===== src/rtl/nsg_pkg.sv =====
package nsg_pkg;

  typedef enum logic [1:0] {
    PH_IDLE  = 2'd0,
    PH_SETUP = 2'd1,
    PH_PULSE = 2'd2,
    PH_HOLD  = 2'd3
  } phase_e;

  // strobes from the sequencer to the datapath
  typedef struct packed {
    logic load;       // request accepted this clock
    logic active;     // a cycle is in progress
    logic isWrite;    // current cycle direction
    logic inPulse;    // strobe pulse phase
    logic drive;      // write data on the bus
    logic capture;    // last read-strobe clock
    logic enterHold;  // last pulse clock (either direction)
    logic finish;     // last hold clock
  } ctl_s;

endpackage


===== src/rtl/nsg_ctrl.sv =====
module nsg_ctrl
  import nsg_pkg::*;
#(
  parameter int FIELD_W = 4
) (
  input  logic               clk,
  input  logic               rstN,
  input  logic               reqValid,
  input  logic               reqWrite,
  input  logic [FIELD_W-1:0] rdSu,
  input  logic [FIELD_W-1:0] rdPw,
  input  logic [FIELD_W-1:0] rdHd,
  input  logic [FIELD_W-1:0] wrSu,
  input  logic [FIELD_W-1:0] wrPw,
  input  logic [FIELD_W-1:0] wrHd,
  output logic               reqReady,
  output ctl_s               ctl
);

  localparam logic [FIELD_W-1:0] ONE = FIELD_W'(1);

  function automatic logic [FIELD_W-1:0] effLen(input logic [FIELD_W-1:0] f);
    return (f == '0) ? ONE : f;
  endfunction

  phase_e             phase;
  logic [FIELD_W-1:0] cnt;
  logic [FIELD_W-1:0] pwLat;
  logic [FIELD_W-1:0] hdLat;
  logic               isWrite;
  logic               accept;
  logic               cntZero;
  logic [FIELD_W-1:0] selSu;
  logic [FIELD_W-1:0] selPw;
  logic [FIELD_W-1:0] selHd;

  assign accept  = reqValid && (phase == PH_IDLE);
  assign cntZero = (cnt == '0);
  assign selSu   = reqWrite ? wrSu : rdSu;
  assign selPw   = reqWrite ? wrPw : rdPw;
  assign selHd   = reqWrite ? wrHd : rdHd;

  always_ff @(posedge clk or negedge rstN) begin
    if (!rstN) begin
      phase   <= PH_IDLE;
      cnt     <= '0;
      pwLat   <= ONE;
      hdLat   <= ONE;
      isWrite <= 1'b0;
    end else begin
      unique case (phase)
        PH_IDLE: begin
          if (accept) begin
            phase   <= PH_SETUP;
            isWrite <= reqWrite;
            cnt     <= effLen(selSu) - ONE;
            pwLat   <= effLen(selPw);
            hdLat   <= effLen(selHd);
          end
        end
        PH_SETUP: begin
          if (cntZero) begin
            phase <= PH_PULSE;
            cnt   <= pwLat - ONE;
          end else begin
            cnt <= cnt - ONE;
          end
        end
        PH_PULSE: begin
          if (cntZero) begin
            phase <= PH_HOLD;
            cnt   <= hdLat - ONE;
          end else begin
            cnt <= cnt - ONE;
          end
        end
        PH_HOLD: begin
          if (cntZero) begin
            phase <= PH_IDLE;
          end else begin
            cnt <= cnt - ONE;
          end
        end
        default: phase <= PH_IDLE;
      endcase
    end
  end

  always_comb begin
    ctl.load      = accept;
    ctl.active    = (phase != PH_IDLE);
    ctl.isWrite   = isWrite;
    ctl.inPulse   = (phase == PH_PULSE);
    ctl.drive     = isWrite && ((phase == PH_SETUP) || (phase == PH_PULSE));
    ctl.enterHold = (phase == PH_PULSE) && cntZero;
    ctl.capture   = (phase == PH_PULSE) && cntZero && !isWrite;
    ctl.finish    = (phase == PH_HOLD) && cntZero;
  end

  assign reqReady = (phase == PH_IDLE);

endmodule


===== src/rtl/nsg_datapath.sv =====
module nsg_datapath
  import nsg_pkg::*;
#(
  parameter int DATA_W  = 8,
  parameter int FIELD_W = 4
) (
  input  logic               clk,
  input  logic               rstN,
  input  ctl_s               ctl,
  input  logic               reqWrite,
  input  logic [1:0]         reqKind,
  input  logic [DATA_W-1:0]  reqWdata,
  input  logic [FIELD_W-1:0] wrHd,
  input  logic [FIELD_W-1:0] wrBusy,
  input  logic [DATA_W-1:0]  nandIn,
  input  logic               nandRb,
  output logic [DATA_W-1:0]  nandOut,
  output logic               nandOe,
  output logic               ceN,
  output logic               cleOut,
  output logic               aleOut,
  output logic               reN,
  output logic               weN,
  output logic               done,
  output logic [DATA_W-1:0]  rdData,
  output logic               devReady
);

  // hold + 2*busy of 4-bit fields fits in two extra bits
  localparam int BLANK_W = FIELD_W + 2;
  localparam logic [FIELD_W-1:0] ONE   = FIELD_W'(1);
  localparam logic [BLANK_W-1:0] B_ONE = BLANK_W'(1);
  localparam logic [1:0] KIND_CMD  = 2'd0;
  localparam logic [1:0] KIND_ADDR = 2'd1;

  function automatic logic [FIELD_W-1:0] effLen(input logic [FIELD_W-1:0] f);
    return (f == '0) ? ONE : f;
  endfunction

  logic [1:0]         kindLat;
  logic [DATA_W-1:0]  wdataLat;
  logic [BLANK_W-1:0] blankLen;
  logic [BLANK_W-1:0] blankCnt;
  logic               wrPending;
  logic               sampleOk;
  logic               writeLoad;
  logic               writeHold;

  assign writeLoad = ctl.load && reqWrite;
  assign writeHold = ctl.enterHold && ctl.isWrite;
  assign sampleOk  = !wrPending && (blankCnt == '0);

  // request capture
  always_ff @(posedge clk or negedge rstN) begin
    if (!rstN) begin
      kindLat  <= 2'd2;
      wdataLat <= '0;
      blankLen <= '0;
    end else if (ctl.load) begin
      kindLat  <= reqKind;
      wdataLat <= reqWdata;
      blankLen <= BLANK_W'(effLen(wrHd)) + (BLANK_W'(effLen(wrBusy)) << 1);
    end
  end

  // ready/busy filter
  always_ff @(posedge clk or negedge rstN) begin
    if (!rstN) begin
      wrPending <= 1'b0;
      blankCnt  <= '0;
      devReady  <= 1'b0;
    end else begin
      if (writeLoad) begin
        wrPending <= 1'b1;
      end else if (writeHold) begin
        wrPending <= 1'b0;
      end

      if (writeHold) begin
        blankCnt <= blankLen;
      end else if (blankCnt != '0) begin
        blankCnt <= blankCnt - B_ONE;
      end

      if (writeLoad) begin
        devReady <= 1'b0;
      end else if (sampleOk) begin
        devReady <= nandRb;
      end
    end
  end

  // read capture and completion
  always_ff @(posedge clk or negedge rstN) begin
    if (!rstN) begin
      rdData <= '0;
      done   <= 1'b0;
    end else begin
      done <= ctl.finish;
      if (ctl.capture) begin
        rdData <= nandIn;
      end
    end
  end

  assign ceN     = !ctl.active;
  assign reN     = !(ctl.inPulse && !ctl.isWrite);
  assign weN     = !(ctl.inPulse && ctl.isWrite);
  assign cleOut  = ctl.active && (kindLat == KIND_CMD);
  assign aleOut  = ctl.active && (kindLat == KIND_ADDR);
  assign nandOe  = ctl.drive;
  assign nandOut = wdataLat;

endmodule


===== src/rtl/nand_strobe_gen.sv =====
module nand_strobe_gen
  import nsg_pkg::*;
#(
  parameter int DATA_W  = 8,
  parameter int FIELD_W = 4
) (
  input  logic               clk,
  input  logic               rstN,
  input  logic               reqValid,
  output logic               reqReady,
  input  logic               reqWrite,
  input  logic [1:0]         reqKind,
  input  logic [DATA_W-1:0]  reqWdata,
  input  logic [FIELD_W-1:0] rdSu,
  input  logic [FIELD_W-1:0] rdPw,
  input  logic [FIELD_W-1:0] rdHd,
  input  logic [FIELD_W-1:0] wrSu,
  input  logic [FIELD_W-1:0] wrPw,
  input  logic [FIELD_W-1:0] wrHd,
  input  logic [FIELD_W-1:0] wrBusy,
  input  logic [DATA_W-1:0]  nandIn,
  input  logic               nandRb,
  output logic [DATA_W-1:0]  nandOut,
  output logic               nandOe,
  output logic               ceN,
  output logic               cleOut,
  output logic               aleOut,
  output logic               reN,
  output logic               weN,
  output logic               done,
  output logic [DATA_W-1:0]  rdData,
  output logic               devReady
);

  ctl_s ctl;

  nsg_ctrl #(.FIELD_W(FIELD_W)) u_ctrl (
    .clk      (clk),
    .rstN     (rstN),
    .reqValid (reqValid),
    .reqWrite (reqWrite),
    .rdSu     (rdSu),
    .rdPw     (rdPw),
    .rdHd     (rdHd),
    .wrSu     (wrSu),
    .wrPw     (wrPw),
    .wrHd     (wrHd),
    .reqReady (reqReady),
    .ctl      (ctl)
  );

  nsg_datapath #(.DATA_W(DATA_W), .FIELD_W(FIELD_W)) u_dp (
    .clk      (clk),
    .rstN     (rstN),
    .ctl      (ctl),
    .reqWrite (reqWrite),
    .reqKind  (reqKind),
    .reqWdata (reqWdata),
    .wrHd     (wrHd),
    .wrBusy   (wrBusy),
    .nandIn   (nandIn),
    .nandRb   (nandRb),
    .nandOut  (nandOut),
    .nandOe   (nandOe),
    .ceN      (ceN),
    .cleOut   (cleOut),
    .aleOut   (aleOut),
    .reN      (reN),
    .weN      (weN),
    .done     (done),
    .rdData   (rdData),
    .devReady (devReady)
  );

endmodule


===== config.mk =====
export PLATFORM = sky130hd
export DESIGN_NAME = nand_strobe_gen
export DESIGN_NICKNAME = d
export VERILOG_FILES = /design/src/rtl/nsg_pkg.sv /design/src/rtl/nsg_ctrl.sv /design/src/rtl/nsg_datapath.sv /design/src/rtl/nand_strobe_gen.sv
export SDC_FILE = /design/constraint.sdc
export NUM_CORES = 1
export LEC_CHECK = 0
export BUFFER_PORTS_ARGS = -buffer_cell sky130_fd_sc_hd__buf_2
export CORE_ASPECT_RATIO = 2
export CORE_MARGIN = 3
export CORE_UTILIZATION = 45
export CTS_BUF_LIST = sky130_fd_sc_hd__clkbuf_2
export CTS_CLUSTER_SIZE = 10
export DETAILED_ROUTE_END_ITERATION = 10
export PLACE_DENSITY = 0.77
export SYNTH_ARGS = -nofsm -noshare
export SYNTH_HDL_FRONTEND = slang
export SYNTH_SLANG_ARGS = --single-unit

===== constraint.sdc =====
create_clock -name clk -period 2.7 [get_ports clk]
set_input_delay 0 -clock clk [delete_from_list [all_inputs] [get_ports clk]]
set_output_delay 0 -clock clk [all_outputs]
set_load 0.02 [all_outputs]

==> run metrics <==
outcome completed; Final Max Tran Viols 0; most frequent cells in the layout 75 x buf_2, 45 x dfrtp_1, 43 x dlygate4sd3_1, 27 x nand2_1, 23 x o21ai_0; Syn Std Cell Area 2650 sq um; drt pass-1 iters 4; CTS tree yes; Yosys top cell area share 42.4%; Post-Place Setup Slack 693 ps; total grt overflow 0; Yosys top cell by area dfrtp_1; Fmax 480 MHz; Worst VDD drop 0.000718 V; Synth area leaders dfrtp_1 42%, ha_1 6.6%, mux2_2 5.5%, mux2_4 4.5%, o21ai_0 4.3%; Syn Nets 323; final WL 6400 um; setup TNS 0 ps; WP data required 3050 ps; final net count 436; Slew @ Worst Pin 1060 ps; post-synthesis cell type count 46; Resized Gates After CTS 0; Post-synth EDFFs 0; Crit. Startpoint u_ctrl.phase[0]$_DFFE_PN0P_; H-tree depth 2; yosys warns 0; Slew headroom 29.4%; reg2reg setup slack 620 ps; Critical R2R Launch u_ctrl.phase[0]$_DFFE_PN0P_; count of input and output buffers 75; register area share after synthesis 45.4%; worst r2r path cells 6; Die Y 115 um; largest driver fanout on the critical path 19; Critical Path Start Type register; GRT Resource Usage Total 20.0%; clk buf depth 2; area growth from synthesis to layout 33.8%; hpwl dp 4340 um; detailed-route DRC error count 0; register area 1200 sq um; WL/cell 14.8 um; pwr/cell area 1020 nW/um^2; post-synthesis average cell area 10.3 sq um; Final Hold Vio Count 0; worst skew pair latency 430 ps; Sink Count 48; vias in the first global route 2455; CTS buffer count 5; Cell Chain, Critical Path inv_1 > ha_1 > nor2b_1 > a21o_2 > a2111o_1 > o22ai_1; initial antenna violation count 0; Yosys reg bits 48; die area 6910 sq um; Final setup violation count 0; hold wc startpoint wrBusy[2]; antenna cells 0; worst min path class input port to register; overall power 3.62 mW; routed vias/inst 5.34; critical path endpoint category register; async set-reset flop share out of synthesis 100%; footprint of the multi-input gates 1330 sq um; WP data arrival 2440 ps; final worst slack 616 ps; Die X 60.3 um; critical path class register to register; period utilisation layout 77.2%; # rows 39; number of cells on the worst hold path 4; global-route wire length before repair 10600 um; Main synth FF type dfrtp_1; RSZ-0062 raised after global routing no; Pleak 1.75 nW; clk_skew 29.8 ps; clk slew on worst S/H paths 260 ps; Hold Crit Endpoint u_dp.blankLen[3]$_DFFE_PN0P_; Starting DRT DRC Count 74; Crit path largest cell delay 460 ps; Routability Congestion 0.776; vias post-DR 2308; Reg-to-Reg End u_ctrl.cnt[3]$_DFFE_PN0P_; leading cell type in the layout, fill and taps excluded buf_2; CTS root buffer clkbuf_2; CTS Hold Bufs 43; Fill cells 480; io pins 76; Syn Inst Count 257; Post-CTS Setup Inserts 0; Core Region 5710 sq um; Period minus WS final 2080 ps; Max stage delay cell, worst path dfrtp_1; largest net degree at the start of global routing 49; Starting Density 46.5%; Final ANT Viol Nets 0; ratio of cells with drive above 1 in the final layout 31.0%; max cap viols 0
synthesized netlist by cell type (2+ instances only):
cell	n
dfstp_2	3
nand3_1	3
a211oi_1	2
and2_1	2
buf_2	2
or2_2	3
ha_1	14
nand2_1	27
mux2i_1	9
nor3b_1	2
nor2_1	11
mux2_2	13
a21o_1	3
xor2_1	7
inv_1	15
o22ai_1	3
o21ai_0	23
dfrtp_1	45
mux2_4	8
clkbuf_1	9
o31ai_1	3
nor3_1	12
a21oi_1	10
xnor2_1	6
final cells by class:
cell class / instances / share of cell area (%)
tap: 61 / 2.15
sequential: 48 / 33.9
clock inverter: 1 / 0.846
clock buffer: 7 / 0.987
inverter: 15 / 1.59
multi-input combinational: 180 / 37.4
timing repair buffer: 120 / 23.1
per-layer routing:
layer	part of all wire [%]	track usage, %	vias to the layer above
met4	2.0	7.54	0
met5	0	0	-
met2	58	38.0	60
li1	-	-	1115
met1	36	20.3	1123
met3	4.1	3.61	10
worst max-delay path, delay by kind of cell (launching register included):
family	cells	cell delay, ps
buf+inv	1	80
compound gates	3	740
simple gates	1	260
fa+ha+maj	1	460
flops	1	460
sequential cells by signal, summed over array words and instances (netlist names):
signal          count
u_dp.kindLat        2
u_ctrl.phase        2
u_ctrl.isWrite      1
u_dp.nandOut        8
u_dp.done           1
u_ctrl.hdLat        4
u_ctrl.cnt          4
u_dp.wrPending      1
u_dp.rdData         8
u_ctrl.pwLat        4
u_dp.blankLen       6
u_dp.blankCnt       6
u_dp.devReady       1
where the power goes:
part	switching (mW)	total, mW	internal [mW]
Clock	0.230	0.395	0.165
Combinational	0.989	1.87	0.880
Sequential	0.261	1.35	1.09
worst max path at each step:
stage                                      end  cells after the start  slack [ps]
floorplan           u_ctrl.isWrite$_DFFE_PN0P_                      6         870
global placement    u_dp.rdData[2]$_DFFE_PN0P_                      5         760
detailed placement   u_ctrl.cnt[1]$_DFFE_PN0P_                      6         690
CTS                  u_ctrl.cnt[3]$_DFFE_PN0P_                      6         640
global route         u_ctrl.cnt[2]$_DFFE_PN0P_                      7         460
finish               u_ctrl.cnt[3]$_DFFE_PN0P_                      6         620
kinds of logic (layout without fill, tap and decap cells):
group                    after synthesis  in the layout  share of synthesized area, %
multiplexers                          30             30                          13.4
buffers and inverters                 29            143                          4.62
AO/OA/AOI/OAI                         57             57                          13.5
adder cells (fa/ha/maj)               15             15                          7.36
AND/OR/NAND/NOR                       65             65                          11.4
XOR/XNOR                              13             13                          4.29
flip-flops                            48             48                          45.4
per-stage QoR:
step / std cells / hold WS [ps] / util [%] / area (sq um)
2_1_floorplan: 257 / -296 / - / 2650
3_3_place_gp: 381 / 231 / 53.5 / 3050
3_5_place_dp: 381 / 234 / 53.5 / 3050
4_1_cts: 432 / 5.86 / 62.2 / 3550
5_1_grt: 432 / 8.12 / 62.2 / 3550
6_report: 432 / 29.0 / 62.2 / 3550
Note: power is estimated with default switching activity, not from simulation.
